## src/rtl/regbank_pkg.sv

```systemverilog
package regbank_pkg;
  localparam int REG_COUNT   = 32;
  localparam int BYTE_W      = 8;
  localparam logic [6:0] SLAVE_ID = 7'h1F;

  typedef enum logic [2:0] {
    I2C_IDLE,
    I2C_DEV,
    I2C_REG,
    I2C_WDAT,
    I2C_ACK,
    I2C_RDAT,
    I2C_RACK
  } i2c_state_t;
endpackage

```

## src/rtl/i2c_reg_port.sv

```systemverilog
module i2c_reg_port
  import regbank_pkg::*;
#(
  parameter int ADDR_W = 5,
  parameter logic [6:0] DEV_ID = SLAVE_ID
) (
  input  logic              clk,
  input  logic              rst,
  input  logic              scl_i,
  input  logic              sda_i,
  output logic              sda_oe,
  output logic              wr_en,
  output logic [ADDR_W-1:0] wr_addr,
  output logic [7:0]        wr_data,
  output logic [ADDR_W-1:0] ptr,
  input  logic [7:0]        rd_data
);
  logic [1:0] scl_sy, sda_sy;
  logic scl_q, sda_q, scl_s, sda_s;
  logic start_det, stop_det, scl_rise, scl_fall;
  i2c_state_t st, nxt_st;
  logic [3:0] cnt;
  logic [7:0] sh;
  logic ack_pend;

  assign scl_s = scl_sy[1];
  assign sda_s = sda_sy[1];
  assign start_det = scl_s & scl_q & sda_q & ~sda_s;
  assign stop_det  = scl_s & scl_q & ~sda_q & sda_s;
  assign scl_rise  = scl_s & ~scl_q;
  assign scl_fall  = ~scl_s & scl_q;

  always_ff @(posedge clk) begin
    if (rst) begin
      scl_sy <= 2'b11;
      sda_sy <= 2'b11;
      scl_q  <= 1'b1;
      sda_q  <= 1'b1;
    end else begin
      scl_sy <= {scl_sy[0], scl_i};
      sda_sy <= {sda_sy[0], sda_i};
      scl_q  <= scl_s;
      sda_q  <= sda_s;
    end
  end

  always_ff @(posedge clk) begin
    if (rst) begin
      st       <= I2C_IDLE;
      nxt_st   <= I2C_IDLE;
      cnt      <= '0;
      sh       <= '0;
      ack_pend <= 1'b0;
      sda_oe   <= 1'b0;
      wr_en    <= 1'b0;
      wr_addr  <= '0;
      wr_data  <= '0;
      ptr      <= '0;
    end else begin
      wr_en <= 1'b0;
      if (start_det) begin
        st       <= I2C_DEV;
        cnt      <= '0;
        sda_oe   <= 1'b0;
        ack_pend <= 1'b0;
      end else if (stop_det) begin
        st       <= I2C_IDLE;
        sda_oe   <= 1'b0;
        ack_pend <= 1'b0;
      end else if (scl_rise) begin
        case (st)
          I2C_DEV, I2C_REG, I2C_WDAT: begin
            sh  <= {sh[6:0], sda_s};
            cnt <= cnt + 4'd1;
            if (cnt == 4'd7) begin
              cnt <= '0;
              case (st)
                I2C_DEV: begin
                  if (sh[6:0] == DEV_ID) begin
                    ack_pend <= 1'b1;
                    nxt_st   <= sda_s ? I2C_RDAT : I2C_REG;
                  end else begin
                    st <= I2C_IDLE;
                  end
                end
                I2C_REG: begin
                  ptr      <= {sh[ADDR_W-2:0], sda_s};
                  ack_pend <= 1'b1;
                  nxt_st   <= I2C_WDAT;
                end
                default: begin
                  wr_en    <= 1'b1;
                  wr_addr  <= ptr;
                  wr_data  <= {sh[6:0], sda_s};
                  ack_pend <= 1'b1;
                  nxt_st   <= I2C_IDLE;
                end
              endcase
            end
          end
          I2C_RDAT: cnt <= cnt + 4'd1;
          I2C_RACK: st  <= I2C_IDLE;
          default: ;
        endcase
      end else if (scl_fall) begin
        if (ack_pend) begin
          sda_oe   <= 1'b1;
          ack_pend <= 1'b0;
          st       <= I2C_ACK;
        end else begin
          case (st)
            I2C_ACK: begin
              sda_oe <= 1'b0;
              st     <= nxt_st;
              cnt    <= '0;
              if (nxt_st == I2C_RDAT) begin
                sh     <= {rd_data[6:0], 1'b0};
                sda_oe <= ~rd_data[7];
              end
            end
            I2C_RDAT: begin
              if (cnt == 4'd8) begin
                sda_oe <= 1'b0;
                st     <= I2C_RACK;
              end else begin
                sda_oe <= ~sh[7];
                sh     <= {sh[6:0], 1'b0};
              end
            end
            default: ;
          endcase
        end
      end
    end
  end
endmodule

```

## src/rtl/pbus_port.sv

```systemverilog
module pbus_port #(
  parameter int ADDR_W = 5,
  parameter int DATA_W = 8
) (
  input  logic              clk,
  input  logic              rst,
  input  logic              ale,
  input  logic              cs,
  input  logic              wr_n,
  input  logic              rd_n,
  input  logic [DATA_W-1:0] d_i,
  output logic [DATA_W-1:0] d_o,
  output logic              d_oe,
  output logic              we,
  output logic [ADDR_W-1:0] addr,
  output logic [DATA_W-1:0] wdata,
  input  logic [DATA_W-1:0] rd_data
);
  logic wr_act, wr_q;
  logic unused_hi_bits;

  assign unused_hi_bits = ^d_i[DATA_W-1:ADDR_W];
  assign wr_act = cs & ~wr_n & ~ale;
  assign we     = wr_act & ~wr_q;
  assign wdata  = d_i;

  always_ff @(posedge clk) begin
    if (rst) begin
      addr <= '0;
      wr_q <= 1'b0;
      d_oe <= 1'b0;
      d_o  <= '0;
    end else begin
      if (ale) addr <= d_i[ADDR_W-1:0];
      wr_q <= wr_act;
      d_oe <= cs & ~rd_n;
      d_o  <= rd_data;
    end
  end
endmodule

```

## src/rtl/ctrl_store.sv

```systemverilog
module ctrl_store #(
  parameter int NREG   = 32,
  parameter int DATA_W = 8,
  localparam int ADDR_W = $clog2(NREG)
) (
  input  logic                   clk,
  input  logic                   rst,
  input  logic                   p_we,
  input  logic [ADDR_W-1:0]      p_addr,
  input  logic [DATA_W-1:0]      p_data,
  input  logic                   i_we,
  input  logic [ADDR_W-1:0]      i_addr,
  input  logic [DATA_W-1:0]      i_data,
  output logic [NREG*DATA_W-1:0] ctrl_flat
);
  logic [DATA_W-1:0] mem [NREG];
  logic              hold_v;
  logic [ADDR_W-1:0] hold_a;
  logic [DATA_W-1:0] hold_d;

  always_ff @(posedge clk) begin
    if (rst) begin
      for (int k = 0; k < NREG; k++) mem[k] <= '0;
      hold_v <= 1'b0;
      hold_a <= '0;
      hold_d <= '0;
    end else if (p_we) begin
      mem[p_addr] <= p_data;
      if (i_we) begin
        hold_v <= 1'b1;
        hold_a <= i_addr;
        hold_d <= i_data;
      end
    end else if (hold_v) begin
      mem[hold_a] <= hold_d;
      hold_v <= i_we;
      hold_a <= i_addr;
      hold_d <= i_data;
    end else if (i_we) begin
      mem[i_addr] <= i_data;
    end
  end

  for (genvar g = 0; g < NREG; g++) begin : g_flat
    assign ctrl_flat[g*DATA_W +: DATA_W] = mem[g];
  end
endmodule

```

## src/rtl/dual_host_regbank.sv

```systemverilog
module dual_host_regbank
  import regbank_pkg::*;
#(
  parameter int NREG   = REG_COUNT,
  parameter int DATA_W = BYTE_W,
  parameter logic [6:0] DEV_ID = SLAVE_ID
) (
  input  logic                   clk,
  input  logic                   rst,
  input  logic                   scl_i,
  input  logic                   sda_i,
  output logic                   sda_oe,
  input  logic                   pbus_ale,
  input  logic                   pbus_cs,
  input  logic                   pbus_wr_n,
  input  logic                   pbus_rd_n,
  input  logic [DATA_W-1:0]      pbus_d_i,
  output logic [DATA_W-1:0]      pbus_d_o,
  output logic                   pbus_d_oe,
  input  logic [NREG*DATA_W-1:0] stat_i,
  output logic [NREG*DATA_W-1:0] ctrl_o
);
  localparam int ADDR_W = $clog2(NREG);

  logic              p_we, i_we;
  logic [ADDR_W-1:0] p_addr, i_addr, i_ptr;
  logic [DATA_W-1:0] p_data, i_data, p_stat, i_stat;

  assign p_stat = stat_i[p_addr*DATA_W +: DATA_W];
  assign i_stat = stat_i[i_ptr*DATA_W +: DATA_W];

  pbus_port #(.ADDR_W(ADDR_W), .DATA_W(DATA_W)) u_pbus (
    .clk(clk), .rst(rst), .ale(pbus_ale), .cs(pbus_cs), .wr_n(pbus_wr_n),
    .rd_n(pbus_rd_n), .d_i(pbus_d_i), .d_o(pbus_d_o), .d_oe(pbus_d_oe),
    .we(p_we), .addr(p_addr), .wdata(p_data), .rd_data(p_stat)
  );

  i2c_reg_port #(.ADDR_W(ADDR_W), .DEV_ID(DEV_ID)) u_i2c (
    .clk(clk), .rst(rst), .scl_i(scl_i), .sda_i(sda_i), .sda_oe(sda_oe),
    .wr_en(i_we), .wr_addr(i_addr), .wr_data(i_data), .ptr(i_ptr),
    .rd_data(i_stat)
  );

  ctrl_store #(.NREG(NREG), .DATA_W(DATA_W)) u_store (
    .clk(clk), .rst(rst), .p_we(p_we), .p_addr(p_addr), .p_data(p_data),
    .i_we(i_we), .i_addr(i_addr), .i_data(i_data), .ctrl_flat(ctrl_o)
  );
endmodule

```

## config.mk

```make
export PLATFORM = sky130hd
export DESIGN_NAME = dual_host_regbank
export DESIGN_NICKNAME = d
export VERILOG_FILES = /design/src/rtl/regbank_pkg.sv /design/src/rtl/i2c_reg_port.sv /design/src/rtl/pbus_port.sv /design/src/rtl/ctrl_store.sv /design/src/rtl/dual_host_regbank.sv
export SDC_FILE = /design/constraint.sdc
export NUM_CORES = 1
export LEC_CHECK = 0
export ABC_CLOCK_PERIOD_IN_PS = 4380
export BUFFER_PORTS_ARGS = -buffer_cell sky130_fd_sc_hd__buf_2
export CORE_AREA = 8 8 202 204
export DETAILED_ROUTE_END_ITERATION = 10
export DIE_AREA = 0 0 210 212
export PLACE_DENSITY = 0.74
export SLEW_MARGIN = 20
export SYNTH_ARGS = -nofsm -noshare
export SYNTH_HDL_FRONTEND = slang
export SYNTH_HIERARCHICAL = 1
export SYNTH_SLANG_ARGS = --single-unit
```

## constraint.sdc

```tcl
create_clock -name clk -period 4.38 [get_ports clk]
set_clock_uncertainty 0.1 [all_clocks]
set_input_delay 0 -clock clk [delete_from_list [all_inputs] [get_ports clk]]
set_output_delay 0 -clock clk [all_outputs]
set_load 0.05 [all_outputs]
```

==> results of run 1 <==
registers in the layout (all words and copies together) (netlist names), 2 cells and up:
signal          count
u_i2c/wr_data       8
u_pbus/addr         5
u_i2c/cnt           4
u_i2c/ptr           5
u_i2c/nxt_st        3
u_i2c/sda_sy        2
u_i2c/st            3
u_i2c/scl_sy        2
u_store/hold_a      5
u_store/mem       256
u_i2c/wr_addr       5
u_store/hold_d      8
u_pbus/d_o          8
u_i2c/sh            8
through the flow:
stage / cell area, µm² / utilization [%]
6_report: 21700 / 57.3
5_1_grt: 21700 / 57.3
4_1_cts: 21700 / 57.3
3_5_place_dp: 20500 / 54.1
3_3_place_gp: 20500 / 54.1
2_1_floorplan: 17400 / -
power groups by stage:
stage	logic (mW)	registers, mW	clock network, mW
finish	1.20	3.51	2.59
global route	1.26	3.52	2.77
CTS	1.20	3.52	2.64
detailed placement	1.18	3.58	0
global placement	1.16	3.58	0
floorplan	0.442	3.91	0
timing repair:
action / in CTS / in global routing
hold endpoints to repair: 19 / 0
hold buffers: 23 / 0
buffers inserted: 0 / 0
logic make-up (layout without fill, tap and decap cells):
kind of cell | Yosys count | after routing | share of synthesized area (%)
muxes | 211 | 211 | 23.8
xor gates and xnor gates | 1 | 1 | 0.0502
and+or+nand+nor | 462 | 462 | 14.1
buffers and inverters | 134 | 675 | 4.15
adders and majority gates | 5 | 5 | 0.359
DFF | 330 | 330 | 52.6
other | 0 | 11 | 0
AOI/OAI and AO/OA | 131 | 131 | 4.97
how the worst max path moves through the flow:
stage	depth (start not counted)	startpoint	slack [ps]	to
2_1_floorplan	11	pbus_ale	1380	u_store/mem[16][0]
3_3_place_gp	10	pbus_ale	930	u_store/mem[6][0]
3_5_place_dp	9	pbus_ale	800	u_store/mem[5][2]
4_1_cts	10	pbus_wr_n	840	u_store/mem[5][6]
5_1_grt	10	pbus_wr_n	600	u_store/mem[4][2]
6_report	10	pbus_wr_n	820	u_store/mem[4][5]
placed cells by master, fill, tap and decap left out, drive strengths merged, types with 5 or more instances in the layout:
cell type    instances
dfxtp               74
or2                  9
mux2                17
clkinv               9
o21a                10
ha                   5
mux4               160
a21oi               29
mux2i               34
nor2b               15
or3                  6
edfxtp             256
buf                583
nand3               26
nand2               69
nor3                86
nor2               221
nor3b                5
inv                 16
a311oi               7
clkbuf              43
o21ai               58
diode               11
o221a                5
nand2b               7
dlygate4sd3         23
worst max-delay path: cells and delay by family:
| kind | cells | cell delay (ps) |
|---|---|---|
| simple gates | 4 | 1080 |
| compound gates | 3 | 1610 |
| buf+inv | 3 | 890 |
cell type report:
cell class                 instances  area (µm²)
fill                            3088       16200
sequential                       330        9180
multi-input combinational        810        7580
timing repair buffer             606        3290
clock buffer                      43         885
tap                              518         648
clock inverter                    14        92.6
inverter                          12        45.0
antenna                           11        27.5
routing by layer:
| layer | global-route usage, % | vias to the layer above | share of wire [%] |
|---|---|---|---|
| met3 | 7.33 | 161 | 9.4 |
| met5 | 0 | - | 0 |
| met2 | 42.3 | 776 | 49 |
| met1 | 29.9 | 6718 | 36 |
| li1 | - | 5939 | - |
| met4 | 13.0 | 0 | 5.0 |
==> out/qor.txt, run 1 <==
Critical path's slowest cell -> o21ai_0
Synth Register Bits -> 330
CP endpoint kind -> flip-flop
Clock buffer depth -> 3
Setup tns final -> 0 ps
Final Worst Setup Slack -> 821 ps
Synth warn -> 6
Synth Flop Type -> edfxtp_1
GR Util All Layers -> 25.4%
Die Span Y -> 212 µm
Max Fanout on Critical Path -> 18
Area delta synth->final -> 24.6%
Num CTS Buffers -> 34
P_int -> 5.32 mW
Post-synth ARST share -> 0%
CP most frequent cell -> nor2_2
Synth Instances -> 1274
Worst slew margin relative to its limit -> 23.0%
Unrepaired setup endpoints after global routing -> no
Crit path arrival time -> 3590 ps
Post-synthesis cell area -> 17400 µm²
Final min period -> 3560 ps
CTS tree -> built
Worst path required time -> 4410 ps
Core area -> 37900 µm²
# IOs -> 538
Fmax -> 281 MHz
Max-Cap Viols -> 0
Psw -> 1.98 mW
DP Cell Count -> 2253
VDD IR-drop max -> 193 µV
Via count -> 13600
Die width -> 210 µm
Startpoint Class -> primary input
# setup viols final -> 0
Initial drt markers -> 1043
Total power -> 7.31 mW
Largest net degree at the start of global routing -> 66
Initial antenna violation count -> 11
CTS resizes -> 0
Reg clk slew, reported paths -> 60 ps
Critical-path cell list -> dlygate4sd3_1 > buf_2 > or3b_4 > nor2_2 > buf_4 > nor2_2 > a31oi_1 > o221a_2 > nand3_1 > o21ai_0
Slew Limit Fails -> 0
R2R depth -> 6
Leading area contributor after synthesis -> edfxtp_1
Worst Hold Launch -> sda_i
Top cells by count, synth -> 256 x edfxtp_1, 215 x nor2_1, 157 x mux4_2
Worst r2r src -> u_store/hold_v
Layout cells sized above 1 -> 50.2%
Hold path endpoint -> u_i2c/sda_sy[0]
Vias in the first global route -> 14000
Routed wire length -> 58600 µm
Buffers on Ports -> 537
Post-synthesis sequential area ratio -> 52.6%
Top cells by area, synth -> edfxtp_1 44%, mux4_2 20%, dfxtp_1 8.5%, nor2_1 4.6%, nor3_2 3.4%
# H-tree levels -> 2
Hold Path Class -> primary input to flip-flop
Post-synth top area share -> 44.1%
Drt drc -> 0
Comb pwr share -> 16.5%
Result of the run -> completed
Reg2reg end -> u_store/mem[4][5]
Tightest hold margin -> 124 ps
Most common cell in the netlist -> edfxtp_1
Pleak -> 8.10 nW
Power per cell area -> 336 nW/µm²
Fin cells -> 2344
GRT overflow -> 0
Hold Crit Depth -> 3
Critical path class -> primary input to flip-flop
Net Sw Frac -> 27.2%
First-pass GRT wire length -> 86100 µm
CTS Root Cell -> clkbuf_16
Nets@finish -> 2071
WL per Instance -> 25.0 µm
Number of vias per cell -> 5.80
Flop pwr share -> 48.1%
Worst-Margin Slew -> 1140 ps
Post-synthesis average cell area -> 13.7 µm²
Place WS -> 797 ps
Syn nets -> 1551
Final hold viol count -> 0
Initial Utilization -> 46.0%
Router iterations before antenna repair -> 5
Number of flops mapped to enable cells by yosys -> 256
Clk sink count -> 330
Peak per-stage delay on the critical path -> 1020 ps
Fin crit share -> 81.3%
# rows -> 72
Skew-Pair Late Insertion Delay -> 520 ps
GP Congestion -> 0.954
R2R setup slack -> 1040 ps
DP Wirelength -> 45800 µm
Synth unique cells -> 72
DIE AREA -> 44500 µm²
Clock network fraction of total power -> 35.4%
DRT antenna net count -> 0
(Power assumes the default switching activity.)
==> inputs of run 2 (changes only) <==
--- a/config.mk
+++ b/config.mk
@@ -5,12 +5,12 @@
 export SDC_FILE = /design/constraint.sdc
 export NUM_CORES = 1
 export LEC_CHECK = 0
-export ABC_CLOCK_PERIOD_IN_PS = 4380
+export ABC_CLOCK_PERIOD_IN_PS = 3400
 export BUFFER_PORTS_ARGS = -buffer_cell sky130_fd_sc_hd__buf_2
-export CORE_AREA = 8 8 202 204
+export CORE_AREA = 8 8 204 206
 export DETAILED_ROUTE_END_ITERATION = 10
-export DIE_AREA = 0 0 210 212
-export PLACE_DENSITY = 0.74
+export DIE_AREA = 0 0 212 214
+export PLACE_DENSITY = 0.72
 export SLEW_MARGIN = 20
 export SYNTH_ARGS = -nofsm -noshare
 export SYNTH_HDL_FRONTEND = slang
==> constraint.sdc (replaced) <==
create_clock -name clk -period 3.4 [get_ports clk]
set_clock_uncertainty 0.1 [all_clocks]
set_input_delay 0 -clock clk [delete_from_list [all_inputs] [get_ports clk]]
set_output_delay 0 -clock clk [all_outputs]
set_load 0.05 [all_outputs]
==> run 2 against run 1 <==
Against the previous run:
- sequential cell count stayed put
- worst hold slack worse by 2.7 ps
- non-clock buffer count is 31 higher
- sequential share of layout area is 0.95 points lower
- first-iteration DRC count is 4.1% higher
- final cell count is 1.3% higher
- via count is 0.71% higher
- die area is 1.9% higher
- cell area is 2.3% higher
- clock-buffer cell count is 3 higher
- setup slack worse by 480 ps
- sequential power is 29% higher
- largest cell class unchanged
- largest power group unchanged
==> out/qor.txt, run 2 (synthesized netlist as in run 1, its figures left out) <==
DP Wirelength -> 46000 µm
Max-Cap Viols -> 0
Pleak -> 8.37 nW
GP Congestion -> 0.908
CP endpoint kind -> flip-flop
DIE AREA -> 45400 µm²
Clk sink count -> 330
Worst r2r src -> u_store/hold_v
Most flops, register -> u_store/mem
Clock buffer depth -> 3
Final hold viol count -> 0
Unrepaired setup endpoints after global routing -> no
Crit path arrival time -> 3110 ps
Largest net degree at the start of global routing -> 66
Initial Utilization -> 45.6%
Most frequent cells in the layout -> 537 x buf_2, 256 x edfxtp_1, 215 x nor2_1
Drt drc -> 0
Power per cell area -> 451 nW/µm²
DRT antenna net count -> 0
Via count -> 13700
Result of the run -> completed
First-pass GRT wire length -> 87800 µm
Initial drt markers -> 1086
Total power -> 10.0 mW
Max reg flops -> 256
Commonest non-fill, non-tap cell in the layout -> buf_2
Final min period -> 3060 ps
Area delta synth->final -> 27.5%
Die Span Y -> 214 µm
Fin crit share -> 89.9%
Max Fanout on Critical Path -> 10
Die width -> 212 µm
Number of vias per cell -> 5.77
Crit path launch -> pbus_wr_n
Layout cells sized above 1 -> 51.5%
Vias in the first global route -> 14100
# H-tree levels -> 2
# setup viols final -> 0
Critical path class -> primary input to flip-flop
Worst-Margin Slew -> 833 ps
Worst path required time -> 3450 ps
GRT overflow -> 0
CTS Root Cell -> clkbuf_16
Buffers on Ports -> 537
Nets@finish -> 2103
Worst slew margin relative to its limit -> 44.4%
Skew-Pair Late Insertion Delay -> 520 ps
Hold Path Class -> primary input to flip-flop
GR Util All Layers -> 25.3%
Post-CTS Setup Repair Bufs -> 0
# IOs -> 538
WL per Instance -> 25.0 µm
VDD IR-drop max -> 302 µV
Fmax -> 327 MHz
Setup tns final -> 0 ps
Slew Limit Fails -> 0
# rows -> 72
Routed wire length -> 59500 µm
Num CTS Buffers -> 35
Reg clk slew, reported paths -> 60 ps
Startpoint Class -> primary input
CTS tree -> built
Worst Hold Launch -> sda_i
Core area -> 38300 µm²
Initial antenna violation count -> 8
Router iterations before antenna repair -> 5
run 2: final timing paths:
| check | end | slack, ps | cells past startpoint |
|---|---|---|---|
| setup / recovery | u_store/mem[14][3] | 340 | 9 |
| hold / removal | u_i2c/sda_sy[0] | 120 | 3 |
| setup reg to reg | u_store/mem[2][4] | 390 | 5 |
| hold reg to reg | u_i2c/scl_sy[1] | 300 | 1 |
run 2: metrics by stage:
stage	std cells	hold slack (ps)	setup WS, ps	utilization [%]	instance area (µm²)
finish	2374	121	342	58.1	22200
global route	2373	118	148	58.1	22200
CTS	2366	97.9	287	58.0	22200
detailed placement	2284	98.7	207	54.3	20800
global placement	2284	103	270	54.3	20800
floorplan	1274	-28.4	398	-	17400
run 2: critical path: stages:
cell and delay (ps):
dlygate4sd3_1 520, buf_2 120, or3b_4 390, nor2_2 250, or2_1 370, or3_1 190, o221a_2 250, nand3_2 280
o21ai_1 720
run 2: per-layer routing:
layer  GRT usage [%]  vias up  wire (µm)
met2            43.5      811      29900
li1                -     5985          -
met4            11.2        0       2720
met3            5.74      142       5670
met5               0        -          0
met1            29.9     6752      21200
run 2: area by class of cell:
| class | instances | area, µm² |
|---|---|---|
| multi-input cells | 810 | 7580 |
| inverters | 12 | 45.0 |
| clock inverters | 13 | 229 |
| clock buffers | 46 | 957 |
| well taps | 518 | 648 |
| fillers | 3092 | 16000 |
| repair buffers | 637 | 3580 |
| diodes | 8 | 20.0 |
| flip-flops and latches | 330 | 9180 |
run 2: what timing repair did:
action,CTS,global route
hold buffers,23,0
hold endpoints to repair,18,0
setup endpoints to repair,0,24
resized for setup,0,2
run 2: report_power, final:
part	switching, mW	leakage, nW	internal, mW
clock network	1.56	0.578	2.38
logic	1.01	4.54	0.563
registers	0.0721	3.25	4.46
total	2.64	8.37	7.40
==> inputs of run 3 (changes only) <==
--- a/config.mk
+++ b/config.mk
@@ -8,9 +8,11 @@
 export ABC_CLOCK_PERIOD_IN_PS = 3400
 export BUFFER_PORTS_ARGS = -buffer_cell sky130_fd_sc_hd__buf_2
 export CORE_AREA = 8 8 204 206
+export CTS_BUF_LIST = sky130_fd_sc_hd__clkbuf_8 sky130_fd_sc_hd__clkbuf_16
 export DETAILED_ROUTE_END_ITERATION = 10
 export DIE_AREA = 0 0 212 214
 export PLACE_DENSITY = 0.72
+export REMOVE_ABC_BUFFERS = 1
 export SLEW_MARGIN = 20
 export SYNTH_ARGS = -nofsm -noshare
 export SYNTH_HDL_FRONTEND = slang
==> run 3 against run 2 <==
Against the previous run:
- worst hold slack better by 17 ps
- critical path depth unchanged
- via count rose by 0.16%
- wire length rose by 1.8%
- utilization rose by 0.082 points
- register-to-register slack improved by 160 ps
- sequential share of layout area shrank 0.058 points
- sequential cell count unchanged
- setup slack worse by 66 ps
- power down 2.6%
- fmax is 2.1% lower
- clock-buffer cell count fell by 9
- critical endpoint is now u_store/mem[24][0]
==> out/qor.txt, run 3 (synthesized netlist as in run 1, its figures left out) <==
Router iterations before antenna repair -> 5
Vias in the first global route -> 14100
Critical path's slowest cell -> buf_4
CTS tree -> built
Unrepaired setup endpoints after global routing -> no
# H-tree levels -> 2
Final hold viol count -> 0
Post-Layout Inst Area -> 22300 µm²
DRT antenna net count -> 0
Peak per-stage delay on the critical path -> 640 ps
Slew Limit Fails -> 0
GP Congestion -> 0.964
Max-Cap Viols -> 0
GRT overflow -> 0
Top routing layer used -> met5
First-pass GRT wire length -> 88600 µm
Crit path arrival time -> 3380 ps
Final min period -> 3120 ps
VDD IR-drop max -> 312 µV
CTS resizes -> 0
Post-layout util -> 58.2%
Drt drc -> 0
Via count -> 13700
Max Fanout on Critical Path -> 63
# rows -> 72
Fin cells -> 2399
Initial drt markers -> 914
Skew-Pair Late Insertion Delay -> 520 ps
DP Wirelength -> 47400 µm
WL per Instance -> 25.2 µm
Number of vias per cell -> 5.72
Num CTS Buffers -> 35
Fmax -> 320 MHz
Routed wire length -> 60600 µm
Commonest non-fill, non-tap cell in the layout -> buf_2
Clk sink count -> 330
Met3 wire length -> 5130 µm
Result of the run -> completed
Die width -> 212 µm
Max reg flops -> 256
Buffers on Ports -> 537
Die Span Y -> 214 µm
Metal-1 WL -> 21100 µm
Setup tns final -> 0 ps
Core area -> 38300 µm²
DIE AREA -> 45400 µm²
GR Util All Layers -> 25.7%
Worst slew margin relative to its limit -> 41.4%
# setup viols final -> 0
# IOs -> 538
Critical-path cell list -> dlygate4sd3_1 > buf_2 > buf_4 > nor3b_1 > buf_4 > mux2i_1 > o21ai_0 > nand3_1 > nor2_1
Placed Area -> 20900 µm²
Routed wl met2 -> 32400 µm
Clock buffer depth -> 3
Most flops, register -> u_store/mem
Area delta synth->final -> 27.7%
Largest net degree at the start of global routing -> 66
Power per cell area -> 439 nW/µm²
Nets@finish -> 2119
CP most frequent cell -> buf_4
Initial antenna violation count -> 20
CP endpoint kind -> flip-flop
DP Cell Count -> 2300
CTS Root Cell -> clkbuf_16
Hold Path Class -> primary input to flip-flop
Pleak -> 8.43 nW
Fin crit share -> 91.9%
Fillers -> 3116
CP top delay family -> buffers and inverters
Worst-Margin Slew -> 873 ps
Layout cells sized above 1 -> 51.7%
Initial Utilization -> 45.6%
Critical path class -> primary input to flip-flop
Startpoint Class -> primary input
Reg clk slew, reported paths -> 60 ps
Buffers & Inverters on Critical Path -> 4
Worst path required time -> 3660 ps
Most frequent cells in the layout -> 537 x buf_2, 256 x edfxtp_1, 215 x nor2_1
## run 3: cell types whose count changed in the layout (fill, tap and decap cells not counted), moves of 3 or more
cell       previous run  this run
o21ai_0              51        48
clkbuf_1              7         0
inv_1                11        18
bufinv_16             5         2
diode_2               8        15
buf_4                70        87
inv_6                 0         5
clkbuf_8              4         1
o21ai_1               6         9
clkinv_1              2         5
## run 3: path summary, 6_finish.rpt
check                        from            endpoint  slack [ps]  cells past startpoint
hold reg to reg   u_i2c/sda_sy[0]     u_i2c/sda_sy[1]         310                      1
setup reg to reg   u_store/hold_v   u_store/mem[2][7]         550                      6
setup / recovery              rst  u_store/mem[24][0]         280                      9
hold / removal              sda_i     u_i2c/sda_sy[0]         140                      3
## run 3: metrics by stage
step	worst slack [ps]	hold WS, ps	total power [mW]
after floorplan	-2530	-33.1	5.57
after global placement	291	66.0	6.16
after detailed placement	181	72.0	6.18
after CTS	286	106	9.85
after global routing	93.9	134	10.1
final	276	139	9.78
## run 3: final cells by class
class | count | area [µm²] | share of cell area [%]
Multi-Input combinational cell | 810 | 7580 | 34.0
Sequential cell | 330 | 9180 | 41.2
Antenna cell | 15 | 37.5 | 0.169
Clock buffer | 37 | 915 | 4.11
Inverter | 12 | 45.0 | 0.202
Clock inverter | 24 | 181 | 0.815
Tap cell | 518 | 648 | 2.91
Timing Repair Buffer | 653 | 3690 | 16.6
## run 3: routing by layer
layer  up-vias  global-route usage, %
li1       6034                      -
met1      6765                   28.7
met2       803                   46.6
met3       106                   5.04
met4         4                   11.4
met5         -                      0
## run 3: power by group
part	switching [mW]	internal, mW	total (mW)
Combinational	1.01	0.573	1.58
Clock	1.55	2.11	3.66
Sequential	0.0713	4.46	4.53
Total	2.63	7.15	9.78
## run 3: what timing repair did
action                    CTS  global route
buffers inserted            0             0
hold endpoints to repair   11             0
hold buffers               23             0
## run 3: worst reg2reg max path, cell delays in order, from the launching register on
cell and delay [ps]:
dfxtp_1 360, buf_4 200, or2_2 320, a21oi_2 270
a211oi_4 70, or3_4 480, o21ai_1 690
